<file path="src/rtl/wbc_pkg.sv">
package wbc_pkg;
  typedef enum logic [1:0] {
    PH_IDLE = 2'd0,
    PH_BUS  = 2'd1,
    PH_GAP  = 2'd2,
    PH_DONE = 2'd3
  } phase_t;
endpackage

</file>
<file path="src/rtl/wbc_req_hold.sv">
module wbc_req_hold #(
  parameter int ADDR_W = 32,
  parameter int DATA_W = 32,
  parameter int SEL_W  = 4
) (
  input  logic              clk,
  input  logic              rst,
  input  logic              load,
  input  logic [ADDR_W-1:0] in_addr,
  input  logic [DATA_W-1:0] in_wdata,
  input  logic              in_we,
  input  logic [SEL_W-1:0]  in_sel,
  output logic [ADDR_W-1:0] q_addr,
  output logic [DATA_W-1:0] q_wdata,
  output logic              q_we,
  output logic [SEL_W-1:0]  q_sel
);
  // Request fields stay registered for the whole access, including replays.
  always_ff @(posedge clk) begin
    if (rst) begin
      q_addr  <= '0;
      q_wdata <= '0;
      q_we    <= 1'b0;
      q_sel   <= '0;
    end else if (load) begin
      q_addr  <= in_addr;
      q_wdata <= in_wdata;
      q_we    <= in_we;
      q_sel   <= in_sel;
    end
  end
endmodule

</file>
<file path="src/rtl/wbc_phase_ctrl.sv">
module wbc_phase_ctrl
  import wbc_pkg::*;
(
  input  logic clk,
  input  logic rst,
  input  logic req_valid,
  input  logic ans_ack,
  input  logic ans_err,
  input  logic ans_rty,
  input  logic res_taken,
  output logic req_ready,
  output logic accept,
  output logic finish,
  output logic on_bus
);
  phase_t phase, phase_nx;
  logic   retry;

  assign req_ready = (phase == PH_IDLE);
  assign accept    = req_ready && req_valid;
  assign on_bus    = (phase == PH_BUS);
  // ack or err completes the access; rty only matters when alone
  assign finish    = on_bus && (ans_ack || ans_err);
  assign retry     = on_bus && ans_rty && !ans_ack && !ans_err;

  always_comb begin
    phase_nx = phase;
    unique case (phase)
      PH_IDLE: if (accept) phase_nx = PH_BUS;
      PH_BUS: begin
        if (finish)     phase_nx = PH_DONE;
        else if (retry) phase_nx = PH_GAP;
      end
      PH_GAP:  phase_nx = PH_BUS;
      PH_DONE: if (res_taken) phase_nx = PH_IDLE;
      default: phase_nx = PH_IDLE;
    endcase
  end

  always_ff @(posedge clk) begin
    if (rst) phase <= PH_IDLE;
    else     phase <= phase_nx;
  end


  gap_one_cycle_chk: assert property (@(posedge clk) disable iff (rst)
    phase == PH_GAP |=> phase == PH_BUS);

  done_wait_chk: assert property (@(posedge clk) disable iff (rst)
    phase == PH_DONE && !res_taken |=> phase == PH_DONE);
endmodule

</file>
<file path="src/rtl/wbc_result_reg.sv">
module wbc_result_reg #(
  parameter int DATA_W = 32
) (
  input  logic              clk,
  input  logic              rst,
  input  logic              capture,
  input  logic [DATA_W-1:0] cap_data,
  input  logic              cap_err,
  input  logic              take,
  output logic              valid,
  output logic [DATA_W-1:0] data,
  output logic              err
);
  always_ff @(posedge clk) begin
    if (rst) begin
      valid <= 1'b0;
      data  <= '0;
      err   <= 1'b0;
    end else if (capture) begin
      valid <= 1'b1;
      data  <= cap_data;
      err   <= cap_err;
    end else if (take && valid) begin
      valid <= 1'b0;
    end
  end


  res_hold_chk: assert property (@(posedge clk) disable iff (rst)
    valid && !take |=> valid && $stable(data) && $stable(err));
endmodule

</file>
<file path="src/rtl/wbc_single_master.sv">
module wbc_single_master #(
  parameter int ADDR_W = 32,
  parameter int DATA_W = 32,
  parameter int GRAN_W = 8
) (
  input  logic                     clk,
  input  logic                     rst,
  input  logic                     req_valid,
  output logic                     req_ready,
  input  logic [ADDR_W-1:0]        req_addr,
  input  logic [DATA_W-1:0]        req_wdata,
  input  logic                     req_we,
  input  logic [DATA_W/GRAN_W-1:0] req_sel,
  output logic                     res_valid,
  input  logic                     res_ready,
  output logic [DATA_W-1:0]        res_data,
  output logic                     res_err,
  output logic                     bus_cyc,
  output logic                     bus_stb,
  output logic [ADDR_W-1:0]        bus_adr,
  output logic [DATA_W-1:0]        bus_dat_w,
  output logic                     bus_we,
  output logic [DATA_W/GRAN_W-1:0] bus_sel,
  input  logic [DATA_W-1:0]        bus_dat_r,
  input  logic                     bus_ack,
  input  logic                     bus_err,
  input  logic                     bus_rty
);
  localparam int SEL_W = DATA_W / GRAN_W;

  logic accept, finish, on_bus;

  wbc_phase_ctrl u_ctrl (
    .clk       (clk),
    .rst       (rst),
    .req_valid (req_valid),
    .ans_ack   (bus_ack),
    .ans_err   (bus_err),
    .ans_rty   (bus_rty),
    .res_taken (res_ready),
    .req_ready (req_ready),
    .accept    (accept),
    .finish    (finish),
    .on_bus    (on_bus)
  );

  wbc_req_hold #(.ADDR_W(ADDR_W), .DATA_W(DATA_W), .SEL_W(SEL_W)) u_hold (
    .clk      (clk),
    .rst      (rst),
    .load     (accept),
    .in_addr  (req_addr),
    .in_wdata (req_wdata),
    .in_we    (req_we),
    .in_sel   (req_sel),
    .q_addr   (bus_adr),
    .q_wdata  (bus_dat_w),
    .q_we     (bus_we),
    .q_sel    (bus_sel)
  );

  wbc_result_reg #(.DATA_W(DATA_W)) u_res (
    .clk      (clk),
    .rst      (rst),
    .capture  (finish),
    .cap_data (bus_dat_r),
    .cap_err  (bus_err),
    .take     (res_ready),
    .valid    (res_valid),
    .data     (res_data),
    .err      (res_err)
  );

  // Classic mode: cyc and stb rise and fall together; both come from the phase register.
  assign bus_cyc = on_bus;
  assign bus_stb = on_bus;


  field_stable_chk: assert property (@(posedge clk) disable iff (rst)
    bus_stb && !bus_ack && !bus_err && !bus_rty |=>
      bus_stb && $stable(bus_adr) && $stable(bus_dat_w) && $stable(bus_we) && $stable(bus_sel));

  close_after_ans_chk: assert property (@(posedge clk) disable iff (rst)
    bus_stb && (bus_ack || bus_err) |=> !bus_cyc && res_valid);

  retry_replay_chk: assert property (@(posedge clk) disable iff (rst)
    bus_stb && bus_rty && !bus_ack && !bus_err |=> !bus_stb ##1 (bus_stb && $stable(bus_adr) && $stable(bus_dat_w)));

  single_out_chk: assert property (@(posedge clk) disable iff (rst)
    !(req_ready && (bus_cyc || res_valid)));
endmodule

</file>
<file path="config.mk">
export PLATFORM = sky130hd
export DESIGN_NAME = wbc_single_master
export DESIGN_NICKNAME = d
export VERILOG_FILES = /design/src/rtl/wbc_pkg.sv /design/src/rtl/wbc_req_hold.sv /design/src/rtl/wbc_phase_ctrl.sv /design/src/rtl/wbc_result_reg.sv /design/src/rtl/wbc_single_master.sv
export SDC_FILE = /design/constraint.sdc
export NUM_CORES = 1
export LEC_CHECK = 0
export ABC_AREA = 1
export CAP_MARGIN = 20
export CORE_UTILIZATION = 41
export CTS_CLUSTER_DIAMETER = 80
export CTS_CLUSTER_SIZE = 8
export DETAILED_ROUTE_END_ITERATION = 6
export GPL_TIMING_DRIVEN = 0
export PLACE_DENSITY = 0.86
export SYNTH_ARGS = -nofsm -noshare
export SYNTH_HDL_FRONTEND = slang
export SYNTH_SLANG_ARGS = --single-unit
</file>
<file path="constraint.sdc">
create_clock -name clk -period 3.25 [get_ports clk]
set_input_delay 0.325 -clock clk [delete_from_list [all_inputs] [get_ports clk]]
set_output_delay 0.325 -clock clk [all_outputs]
set_load 0.02 [all_outputs]
</file>
### Word-level counts from Yosys, hierarchy flattened

Index checks and enable logic that the tools add are counted.

* register bits after elaboration: 105
* bits of input ports: 108

* equality and inequality tests: 6
* multiplexer cells: 7
* reduce and logical (&&, ||, !) cells: 12

Operators by type and width (count)
* $mux W2: 4
* $pmux W2 S4: 1
* $logic_and A1 B1 Y1: 6
* $eq A2 B2 Y1 const B: 2
* $ne A2 B2 Y1 const B: 2
* $ne A3 B3 Y1 const B: 1
* $reduce_and A3 Y1: 1
* $eq A2 B1 Y1 const B: 1
* $logic_not A1 Y1: 2
* $logic_not A2 Y1: 1
* $mux W1: 2
* $reduce_bool A2 Y1: 1
* $logic_or A1 B1 Y1: 1

### Depth between registers and ports, before layout

Gate-level depths: netlist (run 1).

* word-level depth: 7
* mapped depth: 7
* mapped depth without buffers: 6

### Modules after synthesis

Synthesis (run 1) repeated with hierarchy kept, for this count alone.

* cell total of the unflattened synthesis: 609
* area, all modules: 4190.3 sq um

Modules (own cells, without submodules)
* wbc_req_hold: instances 1, cells each 437, area an instance 2861.5 sq um
* wbc_result_reg: instances 1, cells each 147, area an instance 1181.1 sq um
* wbc_phase_ctrl: instances 1, cells each 24, area an instance 140.1 sq um
* wbc_single_master: instances 1, cells each 1, area an instance 7.5 sq um

### Least setup slack after synthesis (run 1)

Ideal clock, no wire load.

* kind: reg2reg
* from: reg u_ctrl.phase[1]
* to: reg u_hold.q_addr[0]
* data arrival time: 1.196 ns
* path slack: 1.938 ns
* cell stages (with the launch flop): 7
* buffers on the path: 2
* period minus slack after synthesis: 1.312 ns
* cells stage by stage: dfxtp_1 nor2_2 nand2_4 buf_6 buf_6 o21ai_0 nor2_1

* word-level cells in the longest chain between the ends: 2

Ends and longest elaborated chain
* start: declaration: line wbc_phase_ctrl.sv:16 `phase_t phase, phase_nx;`
* start signal: assignment: line wbc_phase_ctrl.sv:42 `else phase <= phase_nx;`
* $logic_not A2 Y1: line wbc_phase_ctrl.sv:19 `assign req_ready = (phase == PH_IDLE);`
* net req_ready: line wbc_single_master.sv:9 `output logic req_ready,`
* $logic_and A1 B1 Y1: line wbc_phase_ctrl.sv:20 `assign accept = req_ready && req_valid;`
* end signal: assignment: line wbc_req_hold.sv:26 `q_addr <= in_addr;`
* end: declaration: line wbc_req_hold.sv:13 `output logic [ADDR_W-1:0] q_addr,`

The timed path passes the listed nets, and every way through them passes these cells.
A chain may end at the register's enable or synchronous reset.

### Worst setup path in the final report (run 1)

* from: reg u_ctrl.phase[0]
* to: out bus_stb

* word-level cells in the longest chain between the ends: 1

Ends and longest elaborated chain
* $eq A2 B1 Y1: line wbc_phase_ctrl.sv:21 `assign on_bus = (phase == PH_BUS);`
* end: declaration: line wbc_single_master.sv:19 `output logic bus_stb,`

Every way passes these cells.

==> results of run 1 <==
[cell usage after synthesis]
cell type	n	area (µm²)
sky130_fd_sc_hd__inv_1	4	15.0
sky130_fd_sc_hd__nand2_1	7	26.3
sky130_fd_sc_hd__nor2_4	2	22.5
sky130_fd_sc_hd__a21oi_1	4	20.0
sky130_fd_sc_hd__buf_2	7	35.0
sky130_fd_sc_hd__buf_4	4	30.0
sky130_fd_sc_hd__nor2_2	1	6.26
sky130_fd_sc_hd__nand2_4	1	11.3
sky130_fd_sc_hd__dfxtp_1	105	2100
sky130_fd_sc_hd__clkbuf_1	17	63.8
sky130_fd_sc_hd__nand3_1	1	5.00
sky130_fd_sc_hd__nor2_1	206	773
sky130_fd_sc_hd__nand4_1	1	6.26
sky130_fd_sc_hd__o21ai_0	72	360
sky130_fd_sc_hd__buf_6	4	45.0
sky130_fd_sc_hd__clkinv_2	1	5.00
sky130_fd_sc_hd__o21ai_2	1	8.76
sky130_fd_sc_hd__inv_2	2	7.51
sky130_fd_sc_hd__o21ai_1	29	145
[power breakdown]
group | total (mW) | internal [mW] | leakage (nW) | switching, mW
Combinational | 0.910 | 0.451 | 1.44 | 0.458
Sequential | 1.49 | 1.42 | 0.868 | 0.0695
Clock | 0.704 | 0.274 | 0.0781 | 0.430
[through the flow]
stage / setup WS [ps] / cells / total power, mW / hold slack, ps
3_5_place_dp: 1330 / 790 / 2.43 / 461
4_1_cts: 1180 / 805 / 3.13 / 475
2_1_floorplan: 1940 / 469 / 1.96 / 394
5_1_grt: 1120 / 805 / 3.27 / 492
3_3_place_gp: 1340 / 790 / 2.41 / 450
6_report: 1190 / 805 / 3.10 / 475
[cell type report]
| cell class | instances | area, µm² | share of cell area (%) |
|---|---|---|---|
| buffer | 32 | 174 | 2.84 |
| clock buffer | 10 | 128 | 2.09 |
| clock inverter | 5 | 33.8 | 0.552 |
| inverter | 7 | 27.5 | 0.450 |
| multi-input combinational | 325 | 1390 | 22.6 |
| sequential | 105 | 2100 | 34.4 |
| tap | 108 | 135 | 2.21 |
| timing repair buffer | 213 | 2130 | 34.9 |
[routing by layer]
layer	part of all wire [%]	global-route usage, %
met2	50	43.4
met4	2.2	8.38
met5	0	0
met3	8.3	7.37
met1	39	26.1
[flip-flops by register name, indices dropped and copies added, names as in the netlist]
register,cells
u_res.valid,1
u_hold.q_we,1
u_res.data,32
u_hold.q_sel,4
u_ctrl.phase,2
u_hold.q_wdata,32
u_res.err,1
u_hold.q_addr,32
[critical path, cell delays in order, from the launching register on]
cell,delay [ps]
sky130_fd_sc_hd__dfxtp_1,390
sky130_fd_sc_hd__inv_2,70
sky130_fd_sc_hd__nor2_4,190
sky130_fd_sc_hd__buf_4,150
sky130_fd_sc_hd__clkdlybuf4s50_1,590
[kinds of logic (layout without fill, tap and decap cells)]
family                 Yosys count  count (layout)
AO/OA/AOI/OAI                  106             106
AND/OR/NAND/NOR                219             219
flip-flops                     105             105
buffers and inverters           39             267
[worst min-delay path by stage]
| stage | startpoint | to |
|---|---|---|
| floorplan | rst | u_ctrl.phase[1]$_SDFFE_PP0P_ |
| global placement | u_res.err$_SDFFE_PP0P_ | u_res.err$_SDFFE_PP0P_ |
| detailed placement | u_res.valid$_SDFFE_PP0P_ | u_res.valid$_SDFFE_PP0P_ |
| CTS | u_res.valid$_SDFFE_PP0P_ | u_res.valid$_SDFFE_PP0P_ |
| global route | u_res.valid$_SDFFE_PP0P_ | u_res.valid$_SDFFE_PP0P_ |
| finish | u_res.valid$_SDFFE_PP0P_ | u_res.valid$_SDFFE_PP0P_ |
==> impl_metrics.json, run 1 <==
{
  "cts_tree": "built",
  "synthesis.area_per_instance_um2": 7.86,
  "fraction_of_the_mapped_netlist_area_in_compound_gates_pct": 14.5,
  "routabilityCongestion": 0.887,
  "critical_path_required_ps": 2920,
  "die_area_um2": 9380,
  "synth_top_family_by_area": "simple AND/OR/NAND/NOR gates",
  "n_antenna_cell": 0,
  "coreArea_um2": 8720,
  "grt_pass1_wl_mm": 18.1,
  "fp.dieH_um": 96.9,
  "fin_tns_setup_ps": 0,
  "finalCriticalPeriod_ps": 2060,
  "via_count_of_the_first_global_routing_pass": 3856,
  "post_synth_and_or_nand_nor_area_fraction_pct": 23.1,
  "firstDrtPassIters": 4,
  "fmax_mhz": 485,
  "cts_resized": 0,
  "powerDensity_nw_per_um2": 507,
  "final_design_area_no_fill_um2": 6120,
  "timing.final.max_slew_violations": 0,
  "standard_cell_row_count": 34,
  "whs_path_depth": 2,
  "utilization_pct": 70.1,
  "detail_route.vias_per_cell": 4.74,
  "synth.mux.area_fraction_pct": 0,
  "setup_viol": 0,
  "worst_r2r_endpoint": "u_res.data[18]$_SDFFE_PP0P_",
  "postCtsHoldBufs": 0,
  "mostFrequentLayoutCell": "sky130_fd_sc_hd__clkdlybuf4s50_1",
  "wirelength_mm": 11.1,
  "cts-root-buf": "sky130_fd_sc_hd__clkbuf_8",
  "xor_and_xnor_area_share_after_synthesis_pct": 0,
  "timing.critical_path.arrival_ps": 1740,
  "synth.cell_area_um2": 3690,
  "crit_path_max_fanout": 6,
  "final_hold_viol_count": 0,
  "io_port_bufs": 213,
  "drive_gt1_share_pct": 5.31,
  "globalRoute.totalOverflow": 0,
  "grt_antenna_before_repair": 0,
  "drt_iter0_markers": 160,
  "worst_setup_path_start_kind": "flip-flop",
  "numCtsBuffers": 9,
  "cp-startpoint": "u_ctrl.phase[0]$_SDFFE_PP0P_",
  "rrSetupSlack_ps": 1840,
  "slew-limit-headroom_pct": 68.2,
  "yosysWarnings": 0,
  "nFillCells": 674,
  "hold_path_class": "reg -> reg",
  "drt-wirelength-per-cell_um": 13.8,
  "reg2reg_from": "u_ctrl.phase[0]$_SDFFE_PP0P_",
  "insertion_delay_ps": 360,
  "synthesis.instances": 469,
  "worst_setup_endpoint": "bus_stb",
  "fin_skew_ps": 10.6,
  "yosysSeqAreaShare_pct": 57.0,
  "clkSlewWorstSetupHoldPaths_ps": 90,
  "worst_ir_drop_on_vdd_mv": 0.311,
  "net_count_synth": 577,
  "postSynthRegisterBits": 105,
  "h-tree-depth": 3,
  "flow.area_growth_from_synthesis_pct": 65.8,
  "antenna_left": 0,
  "grt_start_max_net_pins": 17,
  "synth.distinct_cells": 19,
  "globalRouteTotalUtil_pct": 23.9,
  "place_hpwl_mm": 8.80,
  "rsz_0062_raised_after_global_routing": "no",
  "layout_common_cells": "sky130_fd_sc_hd__clkdlybuf4s50_1 (213), sky130_fd_sc_hd__nor2_1 (206), sky130_fd_sc_hd__dfxtp_1 (105)",
  "drt_drc_violations_left": 0,
  "ctsLongestPathBuffers": 2,
  "status": "finished, final reports clean",
  "number_of_post_cts_setup_repair_buffers": 0,
  "floorplan.initialDensity_pct": 42.3,
  "timing.setup.critical_path_class": "reg -> out",
  "via_count": 3817,
  "worst-r2r-cell-count": 6,
  "finish.net_count": 801,
  "numClockSinks": 105,
  "die_x_um": 96.9,
  "final_clock_period_utilization_by_the_worst_path_pct": 63.4,
  "placed_cell_area_um2": 5960,
  "worst_pin_slew_ps": 478,
  "io_pins": 214,
  "timing.critical_path.to_type": "output port",
  "drv_cap": 0,
  "p_leak_nw": 2.39,
  "synth_fa_ha_area_share_pct": 0
}
(Power assumes the default switching activity.)
==> inputs of run 2 (changes only) <==
Settings changed: CORE_UTILIZATION 41 to 34, PLACE_DENSITY 0.86 to 0.76.
Clock period 3.25 ns to 1.8 ns, I/O delays scaled along.
==> run 2 against run 1 <==
- clock power rose by 80%
- final area rose by 0.63%
- critical endpoint unchanged
- total power rose by 80%
- via count rose by 0.89%
==> impl_metrics.json, run 2 (synthesized netlist as in run 1, its figures left out) <==
{
  "status": "finished, final reports clean",
  "fin_total_pwr_mw": 5.59,
  "powerDensity_nw_per_um2": 909,
  "timing.critical_path.arrival_ps": 1440,
  "layout_top_registers": "u_hold.q_addr x32, u_hold.q_wdata x32, u_res.data x32",
  "p_leak_nw": 2.39,
  "worst_pin_slew_ps": 443,
  "n_antenna_cell": 0,
  "antenna_left": 0,
  "io_pins": 214,
  "grt_pass1_wl_mm": 17.5,
  "wirelength_mm": 10.9,
  "timing.final.max_slew_violations": 0,
  "ctsLongestPathBuffers": 2,
  "rsz_0062_raised_after_global_routing": "no",
  "worstHoldStart": "bus_dat_r[8]",
  "utilization_pct": 59.1,
  "worst_r2r_endpoint": "u_res.data[22]$_SDFFE_PP0P_",
  "post-place-ws_ps": -77.3,
  "place_hpwl_mm": 8.59,
  "die_area_um2": 11300,
  "whs_path_depth": 3,
  "via_count": 3851,
  "via_count_of_the_first_global_routing_pass": 3768,
  "numClockSinks": 105,
  "standard_cell_row_count": 37,
  "hold-worst-slack_ps": 422,
  "drt_iter0_markers": 188,
  "reg2reg_from": "u_ctrl.phase[0]$_SDFFE_PP0P_",
  "coreArea_um2": 10400,
  "terminating_pin_of_the_worst_hold_path": "u_res.data[8]$_SDFFE_PP0P_",
  "setup_viol": 0,
  "clkSlewWorstSetupHoldPaths_ps": 100,
  "worst_setup_path_start_kind": "flip-flop",
  "critical_path_required_ps": 1620,
  "insertion_delay_ps": 350,
  "crit_path_max_fanout": 6,
  "mostFrequentLayoutCell": "sky130_fd_sc_hd__clkdlybuf4s50_1",
  "firstDrtPassIters": 4,
  "finalCriticalPeriod_ps": 1620,
  "io_port_bufs": 213,
  "drive_gt1_share_pct": 5.16,
  "layout_common_cells": "sky130_fd_sc_hd__clkdlybuf4s50_1 (210), sky130_fd_sc_hd__nor2_1 (206), sky130_fd_sc_hd__dfxtp_1 (105)",
  "hold_path_class": "in -> reg",
  "timing.critical_path.to_type": "output port",
  "grt_start_max_net_pins": 17,
  "drv_cap": 0,
  "globalRouteTotalUtil_pct": 19.5,
  "fmax_mhz": 617,
  "globalRoute.totalOverflow": 0,
  "flow.area_growth_from_synthesis_pct": 66.9,
  "timing.setup.critical_path_class": "reg -> out",
  "cts_tree": "built",
  "routabilityCongestion": 0.791,
  "grt_antenna_before_repair": 0,
  "floorplan.initialDensity_pct": 35.4,
  "numCtsBuffers": 9,
  "detail_route.vias_per_cell": 4.62,
  "fp.dieH_um": 106,
  "h-tree-depth": 3,
  "finish.net_count": 801,
  "slew-limit-headroom_pct": 70.5,
  "cts-root-buf": "sky130_fd_sc_hd__clkbuf_8",
  "drt-wirelength-per-cell_um": 13.1,
  "die_x_um": 106,
  "drt_drc_violations_left": 0,
  "worst-r2r-cell-count": 6,
  "worst_ir_drop_on_vdd_mv": 0.497,
  "rrSetupSlack_ps": 410,
  "final_hold_viol_count": 0,
  "final_clock_period_utilization_by_the_worst_path_pct": 90.0,
  "setup_slack_ps": 180,
  "fin_skew_ps": 10.7
}
run 2: cell count changes in the layout (fill, tap and decap cells not counted), sizes merged:
cell           previous run  this run
clkdlybuf4s50           213       210
clkinv                    4         1
clkbuf                   27        29
clkinvlp                  2         4
dlygate4sd2               0         2
dlymetal6s2s              0         1
run 2: power by group:
part,internal [mW],switching (mW)
sequential,2.56,0.123
clock,0.506,0.767
combinational,0.811,0.822
total,3.88,1.71
run 2: what timing repair did:
item,in CTS,in global routing
gates resized for setup,2,1
hold buffers,0,0
endpoints found under the setup margin,2,1
cloned,0,0
buffers inserted,0,0
run 2: worst max-delay path by stage:
stage | endpoint | startpoint | cells past startpoint | slack, ps
finish | bus_stb | u_ctrl.phase[0]$_SDFFE_PP0P_ | 4 | 180
global route | bus_stb | u_ctrl.phase[0]$_SDFFE_PP0P_ | 4 | 100
CTS | req_ready | u_ctrl.phase[1]$_SDFFE_PP0P_ | 2 | 20
detailed placement | u_res.data[1]$_SDFFE_PP0P_ | rst | 6 | -80
floorplan | u_hold.q_addr[0]$_SDFFE_PP0P_ | u_ctrl.phase[1]$_SDFFE_PP0P_ | 6 | 490
global placement | u_hold.q_wdata[21]$_SDFFE_PP0P_ | rst | 6 | -50
run 2: metal layers:
metal / share of wire, % / GRT usage [%] / wire length [µm] / vias up
li1: - / - / - / 1941
met4: 2.4 / 7.64 / 262 / 0
met5: 0 / 0 / 0 / -
met2: 49 / 34.4 / 5360 / 152
met3: 8.1 / 6.25 / 886 / 22
met1: 40 / 21.5 / 4390 / 1736
run 2: cell type report:
type,count,area (µm²)
Clock inverter,4,30.0
Fill cell,962,4260
Multi-Input combinational cell,325,1390
Tap cell,136,170
Clock buffer,12,135
Timing Repair Buffer,213,2130
Inverter,7,27.5
Sequential cell,105,2100
Buffer,32,174
run 2: critical path, stage by stage (launching register included):
cell,delay (ps)
sky130_fd_sc_hd__dfxtp_1,400
sky130_fd_sc_hd__inv_2,70
sky130_fd_sc_hd__nor2_4,170
sky130_fd_sc_hd__buf_4,140
sky130_fd_sc_hd__dlygate4sd2_1,310
run 2: per-stage QoR:
step | TNS (ps) | area [µm²] | instances
after floorplan | 0 | 3690 | 469
final | 0 | 6160 | 834
after global routing | 0 | 6160 | 834
after global placement | -329 | 5990 | 818
after CTS | 0 | 6150 | 834
after detailed placement | -664 | 5990 | 818
==> inputs of run 3 (changes only) <==
Settings changed: CORE_MARGIN from default to 2.
==> run 3 against run 2 <==
- sequential cell count did not move
- clock power rose by 26%
- wire length fell by 0.14%
- register-to-register slack improved by 60 ps
- largest cell class unchanged
- hold slack improved by 2.9 ps
- sequential power barely moved
- critical path depth did not move
- combinational power barely moved
- count of clock-buffer cells in the layout fell by 1
- critical endpoint unchanged
- fmax rose by 2.2%
- first-iteration DRC count fell by 7.4%
- largest power group unchanged
- critical path type unchanged
- clock skew rose by 1.7 ps
==> impl_metrics.json, run 3 (synthesized netlist as in run 1, its figures left out) <==
{
  "die_area_um2": 11700,
  "h-tree-depth": 3,
  "io_pins": 214,
  "coreArea_um2": 10700,
  "fp.dieH_um": 108,
  "p_leak_nw": 2.43,
  "mostFrequentLayoutCell": "sky130_fd_sc_hd__clkdlybuf4s50_1",
  "numCtsBuffers": 9,
  "fin_skew_ps": 12.5,
  "timing.final.max_slew_violations": 0,
  "antenna_left": 0,
  "fin_total_pwr_mw": 5.91,
  "worst_pin_slew_ps": 440,
  "drv_cap": 0,
  "timing.setup.critical_path_class": "reg -> out",
  "cpPeakStageDelay_ps": 380,
  "firstDrtPassIters": 4,
  "setup_viol": 0,
  "critical_path_required_ps": 1620,
  "hold_path_class": "in -> reg",
  "pwr-share-seq_pct": 45.4,
  "numClockSinks": 105,
  "drt_drc_violations_left": 0,
  "clkSlewWorstSetupHoldPaths_ps": 100,
  "number_of_post_cts_setup_repair_buffers": 0,
  "wirelength_mm": 10.9,
  "ctsLongestPathBuffers": 2,
  "crit_path_top_delay_cell": "sky130_fd_sc_hd__dfxtp_1",
  "intPower_mw": 4.19,
  "via_count_of_the_first_global_routing_pass": 3608,
  "io_port_bufs": 213,
  "routabilityCongestion": 0.731,
  "detail_route.vias_per_cell": 4.49,
  "finalCriticalPeriod_ps": 1590,
  "floorplan.initialDensity_pct": 34.5,
  "rsz_0062_raised_after_global_routing": "no",
  "timing.critical_path.to_type": "output port",
  "p_switching_mw": 1.72,
  "worst_setup_path_start_kind": "flip-flop",
  "slew-limit-headroom_pct": 70.6,
  "n_antenna_cell": 0,
  "grt_pass1_wl_mm": 16.9,
  "hold-worst-slack_ps": 425,
  "layout_top_registers": "u_hold.q_addr x32, u_hold.q_wdata x32, u_res.data x32",
  "fmax_mhz": 630,
  "finish.net_count": 801,
  "drt-wirelength-per-cell_um": 13.0,
  "die_x_um": 108,
  "postCtsHoldBufs": 0,
  "via_count": 3762,
  "final_design_area_no_fill_um2": 6210,
  "timing.critical_path.arrival_ps": 1410,
  "layout_common_cells": "sky130_fd_sc_hd__clkdlybuf4s50_1 (210), sky130_fd_sc_hd__nor2_1 (206), sky130_fd_sc_hd__dfxtp_1 (105)",
  "crit_path_cell_trace": "inv_2 -> nor2_4 -> buf_4 -> dlygate4sd2_1",
  "drive_gt1_share_pct": 5.31,
  "final_hold_viol_count": 0,
  "netSwitchingFraction_pct": 29.1,
  "powerDensity_nw_per_um2": 952,
  "status": "finished, final reports clean",
  "worst_ir_drop_on_vdd_mv": 0.506,
  "globalRoute.totalOverflow": 0,
  "final_clock_period_utilization_by_the_worst_path_pct": 88.1,
  "grt_start_max_net_pins": 17,
  "comb_power_share_pct": 27.6,
  "drt_iter0_markers": 174,
  "share_clk_of_total_power_pct": 27.0,
  "globalRouteTotalUtil_pct": 18.3,
  "rrSetupSlack_ps": 470,
  "insertion_delay_ps": 360,
  "grt_antenna_before_repair": 0,
  "flow.area_growth_from_synthesis_pct": 68.5,
  "crit_path_max_fanout": 6,
  "cts_tree": "built",
  "cts_resized": 2,
  "place_hpwl_mm": 8.47,
  "placed_cell_area_um2": 6000,
  "cts-root-buf": "sky130_fd_sc_hd__clkbuf_8",
  "standard_cell_row_count": 38
}
[run 3: through the flow]
step                cells  setup slack, ps  util, %  setup TNS [ps]
floorplan             469              488        -               0
global placement      822             2.39     56.0               0
detailed placement    822            -27.9     56.0           -68.7
CTS                   837             27.1     58.1               0
global route          837              122     58.1               0
finish                837              214     58.1               0
[run 3: power groups by stage]
| stage | Clock (mW) | Sequential (mW) | Combinational, mW |
|---|---|---|---|
| global route | 1.72 | 2.72 | 1.78 |
| detailed placement | 0 | 2.74 | 1.65 |
| global placement | 0 | 2.73 | 1.62 |
| floorplan | 0 | 3.02 | 0.508 |
| finish | 1.60 | 2.69 | 1.63 |
| CTS | 1.65 | 2.69 | 1.65 |
[run 3: routing by layer]
| metal | track usage, % | part of all wire, % | wire length [µm] | vias up |
|---|---|---|---|---|
| li1 | - | - | - | 1936 |
| met1 | 20.6 | 40 | 4390 | 1673 |
| met2 | 31.9 | 49 | 5320 | 134 |
| met3 | 5.79 | 8.9 | 967 | 19 |
| met4 | 7.51 | 2.0 | 214 | 0 |
| met5 | 0 | 0 | 0 | - |
[run 3: cell type report]
cell class	count	area [µm²]
fill	943	4480
timing repair buffer	213	2130
sequential	105	2100
multi-input combinational	325	1390
tap	140	175
buffer	32	174
clock buffer	11	141
clock inverter	4	77.6
inverter	7	27.5
[run 3: worst max-delay path, delay by kind of cell, from the launching register on]
family | cells | cell delay, ps
DFF | 1 | 380
buffers and inverters | 3 | 530
and+or+nand+nor | 1 | 160
[run 3: path summary, 6_finish.rpt]
check / startpoint / to / depth (start not counted)
setup / recovery: u_ctrl.phase[0]$_SDFFE_PP0P_ / bus_stb / 4
setup reg to reg: u_ctrl.phase[1]$_SDFFE_PP0P_ / u_hold.q_wdata[29]$_SDFFE_PP0P_ / 7
hold / removal: bus_dat_r[9] / u_res.data[9]$_SDFFE_PP0P_ / 3
hold reg to reg: u_res.err$_SDFFE_PP0P_ / u_res.err$_SDFFE_PP0P_ / 2
